**config.mk**
```make
export PLATFORM = sky130hd
export DESIGN_NAME = fpm_dram_ctrl
export DESIGN_NICKNAME = d
export VERILOG_FILES = /design/src/rtl/fpm_pkg.sv /design/src/rtl/fpm_bank_regs.sv /design/src/rtl/fpm_bank_match.sv /design/src/rtl/fpm_refresh_timer.sv /design/src/rtl/fpm_access_seq.sv /design/src/rtl/fpm_dram_ctrl.sv
export SDC_FILE = /design/constraint.sdc
export NUM_CORES = 1
export LEC_CHECK = 0
export BUFFER_PORTS_ARGS = -buffer_cell sky130_fd_sc_hd__buf_4
export CAP_MARGIN = 20
export CORE_UTILIZATION = 60
export CTS_BUF_LIST = sky130_fd_sc_hd__clkbuf_16
export DETAILED_ROUTE_END_ITERATION = 6
export PLACE_DENSITY = 0.81
export SLEW_MARGIN = 10
export SYNTH_ARGS = -nofsm -noshare
export SYNTH_HDL_FRONTEND = slang
export SYNTH_SLANG_ARGS = --single-unit
```
**constraint.sdc**
```tcl
create_clock -name clk -period 15.6 [get_ports clk]
set_input_delay 3.12 -clock clk [delete_from_list [all_inputs] [get_ports clk]]
set_output_delay 3.12 -clock clk [all_outputs]
set_load 0.01 [all_outputs]
```
**src/rtl/fpm_pkg.sv**
```systemverilog
package fpm_pkg;

  typedef enum logic [3:0] {
    ST_IDLE,
    ST_ERR,
    ST_RAS,
    ST_RCD,
    ST_CAS,
    ST_CASW,
    ST_DATA,
    ST_RF_CAS,
    ST_RF_RAS,
    ST_RF_HOLD,
    ST_RF_PRE
  } seq_state_e;

  // speed codes held per bank
  typedef enum logic [1:0] {
    TM_3CLK = 2'd0,
    TM_4CLK = 2'd1,
    TM_5CLK = 2'd2,
    TM_5ALT = 2'd3
  } tm_e;

endpackage

```
**src/rtl/fpm_bank_regs.sv**
```systemverilog
module fpm_bank_regs #(
  parameter int NBANK   = 6,
  parameter int BLK_W   = 8,
  parameter int CFG_A_W = 3,
  parameter int CFG_W   = 19
) (
  input  logic                          clk,
  input  logic                          rst,
  input  logic                          cfg_we,
  input  logic [CFG_A_W-1:0]            cfg_addr,
  input  logic [CFG_W-1:0]              cfg_wdata,
  output logic [NBANK-1:0][BLK_W-1:0]   bank_base,
  output logic [NBANK-1:0][BLK_W-1:0]   bank_size,
  output logic [NBANK-1:0][1:0]         bank_tim,
  output logic [NBANK-1:0]              bank_en
);

  localparam int SZ_LSB = BLK_W;
  localparam int TM_LSB = 2 * BLK_W;
  localparam int EN_BIT = 2 * BLK_W + 2;

  for (genvar g = 0; g < NBANK; g++) begin : g_bank
    always_ff @(posedge clk) begin
      if (rst) begin
        bank_base[g] <= '0;
        bank_size[g] <= '0;
        bank_tim[g]  <= '0;
        bank_en[g]   <= 1'b0;
      end else if (cfg_we && cfg_addr == CFG_A_W'(g)) begin
        bank_base[g] <= cfg_wdata[BLK_W-1:0];
        bank_size[g] <= cfg_wdata[SZ_LSB+BLK_W-1:SZ_LSB];
        bank_tim[g]  <= cfg_wdata[TM_LSB+1:TM_LSB];
        bank_en[g]   <= cfg_wdata[EN_BIT];
      end
    end
  end

endmodule

```
**src/rtl/fpm_bank_match.sv**
```systemverilog
module fpm_bank_match #(
  parameter int NBANK  = 6,
  parameter int ADDR_W = 24,
  parameter int BLK_SH = 16,
  parameter int ROW_W  = 11,
  parameter int COL_W  = 11,
  parameter int BIDX_W = 3,
  localparam int BLK_W = ADDR_W - BLK_SH,
  localparam int OFF_W = ROW_W + COL_W + 1
) (
  input  logic [ADDR_W-1:0]             addr,
  input  logic [NBANK-1:0][BLK_W-1:0]   bank_base,
  input  logic [NBANK-1:0][BLK_W-1:0]   bank_size,
  input  logic [NBANK-1:0][1:0]         bank_tim,
  input  logic [NBANK-1:0]              bank_en,
  output logic                          hit,
  output logic [BIDX_W-1:0]             hit_idx,
  output logic [1:0]                    hit_tim,
  output logic [ROW_W-1:0]              hit_row,
  output logic [COL_W-1:0]              hit_col
);

  logic [BLK_W-1:0]  blk;
  logic [NBANK-1:0]  sel;
  logic [ADDR_W-1:0] off;
  logic [OFF_W-2:0]  word;
  logic              unused_bits;

  assign blk = addr[ADDR_W-1:BLK_SH];

  for (genvar g = 0; g < NBANK; g++) begin : g_cmp
    logic [BLK_W-1:0] rel;
    assign rel    = blk - bank_base[g];
    assign sel[g] = bank_en[g] && (blk >= bank_base[g]) && (rel < bank_size[g]);
  end

  // lowest index wins: scan downward so the last assignment is the lowest
  always_comb begin
    hit     = 1'b0;
    hit_idx = '0;
    for (int i = NBANK - 1; i >= 0; i--) begin
      if (sel[i]) begin
        hit     = 1'b1;
        hit_idx = BIDX_W'(i);
      end
    end
  end

  assign off     = addr - {bank_base[hit_idx], {BLK_SH{1'b0}}};
  assign word    = off[OFF_W-1:1];
  assign hit_row = word[ROW_W+COL_W-1:COL_W];
  assign hit_col = word[COL_W-1:0];
  assign hit_tim = bank_tim[hit_idx];

  assign unused_bits = ^{off[ADDR_W-1:OFF_W], off[0]};

endmodule

```
**src/rtl/fpm_refresh_timer.sv**
```systemverilog
module fpm_refresh_timer #(
  parameter int REF_W    = 12,
  parameter int REF_DEF  = 64,
  parameter int CFG_A_W  = 3,
  parameter int CFG_W    = 19,
  parameter int REF_SLOT = 6
) (
  input  logic               clk,
  input  logic               rst,
  input  logic               cfg_we,
  input  logic [CFG_A_W-1:0] cfg_addr,
  input  logic [CFG_W-1:0]   cfg_wdata,
  input  logic               ref_ack,
  output logic               ref_pend
);

  logic [REF_W-1:0] ivl_q;
  logic [REF_W-1:0] cnt_q;

  always_ff @(posedge clk) begin
    if (rst) begin
      ivl_q    <= REF_W'(REF_DEF);
      cnt_q    <= REF_W'(REF_DEF);
      ref_pend <= 1'b0;
    end else begin
      if (ref_ack) ref_pend <= 1'b0;
      if (cfg_we && cfg_addr == CFG_A_W'(REF_SLOT)) begin
        ivl_q <= cfg_wdata[REF_W-1:0];
        cnt_q <= cfg_wdata[REF_W-1:0];
      end else if (cnt_q == '0) begin
        cnt_q    <= ivl_q - 1'b1;
        ref_pend <= 1'b1;
      end else begin
        cnt_q <= cnt_q - 1'b1;
      end
    end
  end

endmodule

```
**src/rtl/fpm_access_seq.sv**
```systemverilog
module fpm_access_seq
  import fpm_pkg::*;
#(
  parameter int NBANK  = 6,
  parameter int BIDX_W = 3,
  parameter int ROW_W  = 11,
  parameter int COL_W  = 11,
  parameter int DATA_W = 16,
  localparam int DA_W  = (ROW_W > COL_W) ? ROW_W : COL_W
) (
  input  logic              clk,
  input  logic              rst,
  input  logic              req_valid,
  input  logic              req_write,
  input  logic [DATA_W-1:0] req_wdata,
  input  logic              hit,
  input  logic [BIDX_W-1:0] hit_idx,
  input  logic [1:0]        hit_tim,
  input  logic [ROW_W-1:0]  hit_row,
  input  logic [COL_W-1:0]  hit_col,
  input  logic              ref_pend,
  input  logic [DATA_W-1:0] dram_dq_in,
  output logic              ref_ack,
  output logic              req_ready,
  output logic              req_err,
  output logic [DATA_W-1:0] req_rdata,
  output logic [DA_W-1:0]   dram_addr,
  output logic [NBANK-1:0]  dram_ras_n,
  output logic              dram_cas_n,
  output logic              dram_we_n,
  output logic [DATA_W-1:0] dram_dq_out,
  output logic              dram_dq_oe
);

  seq_state_e        st_q, st_d;
  logic [BIDX_W-1:0] idx_q, c_idx;
  logic [1:0]        tim_q, c_tim;
  logic [ROW_W-1:0]  row_q, c_row;
  logic [COL_W-1:0]  col_q, c_col;
  logic              wr_q, c_wr;
  logic [DATA_W-1:0] wd_q, c_wd;
  logic [NBANK-1:0]  bank_oh;
  logic              idle;

  assign idle  = (st_q == ST_IDLE);
  assign c_idx = idle ? hit_idx   : idx_q;
  assign c_tim = idle ? hit_tim   : tim_q;
  assign c_row = idle ? hit_row   : row_q;
  assign c_col = idle ? hit_col   : col_q;
  assign c_wr  = idle ? req_write : wr_q;
  assign c_wd  = idle ? req_wdata : wd_q;
  assign bank_oh = NBANK'(1) << c_idx;

  always_comb begin
    st_d    = st_q;
    ref_ack = 1'b0;
    unique case (st_q)
      ST_IDLE: begin
        if (ref_pend) begin
          st_d    = ST_RF_CAS;
          ref_ack = 1'b1;
        end else if (req_valid) begin
          st_d = hit ? ST_RAS : ST_ERR;
        end
      end
      ST_RAS:     st_d = (c_tim != TM_3CLK) ? ST_RCD : ST_CAS;
      ST_RCD:     st_d = ST_CAS;
      ST_CAS:     st_d = c_tim[1] ? ST_CASW : ST_DATA;
      ST_CASW:    st_d = ST_DATA;
      ST_DATA:    st_d = ST_IDLE;
      ST_ERR:     st_d = ST_IDLE;
      ST_RF_CAS:  st_d = ST_RF_RAS;
      ST_RF_RAS:  st_d = ST_RF_HOLD;
      ST_RF_HOLD: st_d = ST_RF_PRE;
      ST_RF_PRE:  st_d = ST_IDLE;
      default:    st_d = ST_IDLE;
    endcase
  end

  // outputs are registered from the next state so pins change with the state
  always_ff @(posedge clk) begin
    if (rst) begin
      st_q        <= ST_IDLE;
      idx_q       <= '0;
      tim_q       <= '0;
      row_q       <= '0;
      col_q       <= '0;
      wr_q        <= 1'b0;
      wd_q        <= '0;
      req_ready   <= 1'b0;
      req_err     <= 1'b0;
      req_rdata   <= '0;
      dram_addr   <= '0;
      dram_ras_n  <= '1;
      dram_cas_n  <= 1'b1;
      dram_we_n   <= 1'b1;
      dram_dq_out <= '0;
      dram_dq_oe  <= 1'b0;
    end else begin
      st_q <= st_d;
      if (idle && st_d == ST_RAS) begin
        idx_q <= hit_idx;
        tim_q <= hit_tim;
        row_q <= hit_row;
        col_q <= hit_col;
        wr_q  <= req_write;
        wd_q  <= req_wdata;
      end
      if ((st_q == ST_CAS || st_q == ST_CASW) && st_d == ST_DATA)
        req_rdata <= dram_dq_in;

      req_ready <= (st_d == ST_DATA) || (st_d == ST_ERR);
      req_err   <= (st_d == ST_ERR);

      unique case (st_d)
        ST_RAS, ST_RCD, ST_CAS, ST_CASW: dram_ras_n <= ~bank_oh;
        ST_RF_RAS, ST_RF_HOLD:           dram_ras_n <= '0;
        default:                         dram_ras_n <= '1;
      endcase

      dram_cas_n <= !(st_d == ST_CAS || st_d == ST_CASW || st_d == ST_RF_CAS ||
                      st_d == ST_RF_RAS || st_d == ST_RF_HOLD);

      if (st_d == ST_RAS || st_d == ST_RCD)
        dram_addr <= DA_W'(c_row);
      else if (st_d == ST_CAS || st_d == ST_CASW)
        dram_addr <= DA_W'(c_col);

      dram_we_n   <= !((st_d == ST_CAS || st_d == ST_CASW) && c_wr);
      dram_dq_oe  <= (st_d == ST_CAS || st_d == ST_CASW) && c_wr;
      dram_dq_out <= c_wd;
    end
  end

endmodule

```
**src/rtl/fpm_dram_ctrl.sv**
```systemverilog
module fpm_dram_ctrl #(
  parameter int NBANK   = 6,
  parameter int ADDR_W  = 24,
  parameter int BLK_SH  = 16,
  parameter int ROW_W   = 11,
  parameter int COL_W   = 11,
  parameter int DATA_W  = 16,
  parameter int REF_W   = 12,
  parameter int REF_DEF = 64,
  localparam int BLK_W   = ADDR_W - BLK_SH,
  localparam int CFG_W   = 2 * BLK_W + 3,
  localparam int CFG_A_W = $clog2(NBANK + 1),
  localparam int BIDX_W  = $clog2(NBANK),
  localparam int DA_W    = (ROW_W > COL_W) ? ROW_W : COL_W
) (
  input  logic               clk,
  input  logic               rst,
  input  logic               cfg_we,
  input  logic [CFG_A_W-1:0] cfg_addr,
  input  logic [CFG_W-1:0]   cfg_wdata,
  input  logic               req_valid,
  input  logic               req_write,
  input  logic [ADDR_W-1:0]  req_addr,
  input  logic [DATA_W-1:0]  req_wdata,
  output logic               req_ready,
  output logic               req_err,
  output logic [DATA_W-1:0]  req_rdata,
  output logic [DA_W-1:0]    dram_addr,
  output logic [NBANK-1:0]   dram_ras_n,
  output logic               dram_cas_n,
  output logic               dram_we_n,
  output logic [DATA_W-1:0]  dram_dq_out,
  output logic               dram_dq_oe,
  input  logic [DATA_W-1:0]  dram_dq_in
);

  logic [NBANK-1:0][BLK_W-1:0] bank_base;
  logic [NBANK-1:0][BLK_W-1:0] bank_size;
  logic [NBANK-1:0][1:0]       bank_tim;
  logic [NBANK-1:0]            bank_en;
  logic                        hit;
  logic [BIDX_W-1:0]           hit_idx;
  logic [1:0]                  hit_tim;
  logic [ROW_W-1:0]            hit_row;
  logic [COL_W-1:0]            hit_col;
  logic                        ref_pend;
  logic                        ref_ack;

  fpm_bank_regs #(
    .NBANK(NBANK), .BLK_W(BLK_W), .CFG_A_W(CFG_A_W), .CFG_W(CFG_W)
  ) u_regs (
    .clk(clk), .rst(rst), .cfg_we(cfg_we), .cfg_addr(cfg_addr),
    .cfg_wdata(cfg_wdata), .bank_base(bank_base), .bank_size(bank_size),
    .bank_tim(bank_tim), .bank_en(bank_en)
  );

  fpm_bank_match #(
    .NBANK(NBANK), .ADDR_W(ADDR_W), .BLK_SH(BLK_SH), .ROW_W(ROW_W),
    .COL_W(COL_W), .BIDX_W(BIDX_W)
  ) u_match (
    .addr(req_addr), .bank_base(bank_base), .bank_size(bank_size),
    .bank_tim(bank_tim), .bank_en(bank_en), .hit(hit), .hit_idx(hit_idx),
    .hit_tim(hit_tim), .hit_row(hit_row), .hit_col(hit_col)
  );

  fpm_refresh_timer #(
    .REF_W(REF_W), .REF_DEF(REF_DEF), .CFG_A_W(CFG_A_W), .CFG_W(CFG_W),
    .REF_SLOT(NBANK)
  ) u_refresh (
    .clk(clk), .rst(rst), .cfg_we(cfg_we), .cfg_addr(cfg_addr),
    .cfg_wdata(cfg_wdata), .ref_ack(ref_ack), .ref_pend(ref_pend)
  );

  fpm_access_seq #(
    .NBANK(NBANK), .BIDX_W(BIDX_W), .ROW_W(ROW_W), .COL_W(COL_W),
    .DATA_W(DATA_W)
  ) u_seq (
    .clk(clk), .rst(rst), .req_valid(req_valid), .req_write(req_write),
    .req_wdata(req_wdata), .hit(hit), .hit_idx(hit_idx), .hit_tim(hit_tim),
    .hit_row(hit_row), .hit_col(hit_col), .ref_pend(ref_pend),
    .dram_dq_in(dram_dq_in), .ref_ack(ref_ack), .req_ready(req_ready),
    .req_err(req_err), .req_rdata(req_rdata), .dram_addr(dram_addr),
    .dram_ras_n(dram_ras_n), .dram_cas_n(dram_cas_n), .dram_we_n(dram_we_n),
    .dram_dq_out(dram_dq_out), .dram_dq_oe(dram_dq_oe)
  );

endmodule

```
==> flow_summary.json <==
{
  "period_minus_slack_ns": 9.79,
  "htreeDepth": 1,
  "drc": 0,
  "clk_pin_slew_worst_paths_ns": 0.06,
  "async_flop_share_pct": 0,
  "final.period_utilization_pct": 62.8,
  "yosysUniqueCellTypes": 82,
  "start_kind": "input pin",
  "min_path_cells": 2,
  "seqCellArea_um2": 4820,
  "cts_resized": 0,
  "endpoint_kind": "register",
  "setup_viol": 0,
  "grt_antenna_before_repair": 0,
  "yosys.area.top_type": "dfxtp_1",
  "nets": 1933,
  "antennaDiodeCount": 0,
  "synth_commonest_cells": "nand2_1 (348), dfxtp_1 (241), a21oi_1 (221)",
  "multiInputGateArea_um2": 7570,
  "maxCapViolCount": 0,
  "io_pins": 137,
  "vias": 11823,
  "arrival_ns": 10.22,
  "dp_cells": 1992,
  "worst_path_max_delay_cell": "nor2_1",
  "yosys-top-cells-area": "dfxtp_1 (37%), nand2_1 (9.9%), ha_1 (9.2%)",
  "rrSetupSlack_ns": 8.51,
  "yosysMostFrequentCell": "nand2_1",
  "cpLargestDelayFamily": "compound AO/OA/AOI/OAI gates",
  "cts_buffers": 27,
  "drt-pass1-iter-count": 6,
  "p_per_area_nw_per_um2": 102,
  "reg2reg_depth": 27,
  "cp.depth": 29,
  "synthAdderAreaFrac_pct": 10.4,
  "cp_slowest_stage_delay_ns": 0.83,
  "place_ws_ns": 5.55,
  "avgSynthCellArea_um2": 8.01,
  "fmax_ghz": 0.102,
  "die_h_um": 150,
  "rsz0062_at_grt": "false",
  "postRouteAntennaNets": 0,
  "dp_hpwl_mm": 24.4,
  "path_class": "input pin to register",
  "port_buffers": 135,
  "grt_pass1_vias": 11176,
  "overflow": 0,
  "synth_top_family_by_area": "simple AND/OR/NAND/NOR gates",
  "clock_latency_ns": 0.54,
  "grt_max_degree": 154,
  "yosys.area.top_type_share_pct": 36.7,
  "slew_violations": 0,
  "fin_ws_ns": 5.81,
  "grt_usage_pct": 30.9,
  "crit_start": "req_addr[16]",
  "outcome": "complete, no violations",
  "crit_required_ns": 16.02,
  "rows": 53,
  "globalplace.congestion": 0.911,
  "cts.sinks": 241,
  "slew_headroom_pct": 23.9,
  "leakagePower_nw": 6.09,
  "start_util_pct": 61.9,
  "hold_viol_final": 0,
  "cts_max_path_buffers": 3,
  "drive_gt1_share_pct": 12.6,
  "hp-class": "register to register",
  "crit_fanout": 13,
  "die_w_um": 150,
  "ys_warn_count": 0,
  "fin_skew_ns": 0.0124,
  "synthXorXnorAreaFrac_pct": 3.27,
  "grt_first_pass_wirelength_mm": 55.4,
  "drtIter0Drc": 866,
  "muxShareOfSynthArea_pct": 6.10,
  "netlist_instances": 1641,
  "routedWlPerCell_um": 17.1,
  "synth-seq-cells": 241,
  "synth.yosys.seq_area_share_pct": 36.7,
  "synth_compound_area_share_pct": 18.3,
  "tightest_slew_ns": 1.14,
  "synth_area_um2": 13100,
  "synth_edf_count": 0,
  "syn_to_final_growth_pct": 15.5,
  "cts_setup_buffers": 0,
  "critical_path_buf_inv_count": 3,
  "die-area_um2": 22500,
  "endpoint": "u_seq.dram_addr[10]",
  "fill_cells": 1685,
  "synth_fp_nets": 1828,
  "drt_wl_total_mm": 34.8,
  "irDropWorstVdd_mv": 0.102,
  "root_buffer": "clkbuf_16",
  "fin_cells": 2041,
  "fin_tns_setup_ns": 0,
  "viasPerCell": 5.79,
  "cts_tree": "done",
  "reg2reg_from": "u_regs.bank_base[24]",
  "synth-simple-area-share_pct": 19.3,
  "synth_ff_type": "dfxtp_1",
  "placed_area_um2": 14300,
  "ctsHoldBuffers": 0,
  "final_area_um2": 15200,
  "timing.rr.end": "u_seq.dram_addr[10]",
  "core_um2": 21200
}
worst min-delay path by stage:
| stage | start | end |
|---|---|---|
| global placement | u_refresh.ivl_q[6] | u_refresh.ivl_q[6] |
| floorplan | u_refresh.ivl_q[6] | u_refresh.ivl_q[6] |
| detailed placement | u_seq.wd_q[1] | u_seq.dram_dq_out[1] |
| finish | u_regs.bank_size[19] | u_regs.bank_size[19] |
| global route | u_regs.bank_size[19] | u_regs.bank_size[19] |
| CTS | u_regs.bank_base[2] | u_regs.bank_base[2] |
power breakdown:
group | internal, W | switching [W]
combinational | 0.000115 | 0.000159
sequential | 0.000641 | 0.0000136
clock | 0.000364 | 0.000256
total | 0.00112 | 0.000428
placed cells by master, fill, tap and decap left out, types with 14 or more instances in the layout:
cell,n
nand2_1,348
dfxtp_1,241
a21oi_1,221
buf_4,148
inv_1,128
nor2_1,118
ha_1,97
mux2i_1,70
xnor2_1,27
clkbuf_16,27
o21ai_0,25
a21o_1,23
xor2_1,22
a211oi_1,20
nand2b_1,19
o21bai_1,15
nand3_1,14
per-stage QoR:
stage / hold WS [ns] / util (%) / power (W)
after floorplan: 0.423 / - / 0.000846
after global placement: 0.437 / 67.5 / 0.000927
after detailed placement: 0.446 / 67.5 / 0.000936
after CTS: 0.455 / 71.6 / 0.00155
after global routing: 0.467 / 71.6 / 0.00161
final: 0.453 / 71.6 / 0.00155
cells by family (layout without fill, tap and decap cells):
logic type,count (synthesis),count (layout)
compound gates,383,383
xor+xnor,49,49
fa+ha+maj,105,105
buf+inv,197,322
flops,241,241
mux,79,79
simple gates,587,587
worst min-delay path, stage by stage, from the launching register on:
cell     delay (ns)
dfxtp_1        0.31
nand2_1        0.05
a21oi_1        0.05
per-layer routing:
metal	global-route usage [%]	up-vias	part of all wire, %
li1	-	5812	-
met1	39.1	5520	42
met3	4.63	101	6.8
met2	52.7	390	48
met4	12.2	0	3.9
met5	0	-	0
sequential cells by signal (all words and copies together) (netlist names), 12 cells and up:
name               count
u_seq.req_rdata       16
u_refresh.ivl_q       12
u_seq.wd_q            16
u_regs.bank_size      48
u_regs.bank_tim       12
u_seq.dram_dq_out     16
u_refresh.cnt_q       12
u_regs.bank_base      48
final cells by class:
type / count / share of cell area, %
well taps: 275 / 2.27
inverters: 124 / 3.06
clock inverters: 22 / 1.24
multi-input cells: 1203 / 49.8
repair buffers: 149 / 7.39
clock buffers: 27 / 4.45
flip-flops and latches: 241 / 31.8
Power figures use the tool's default switching activity.
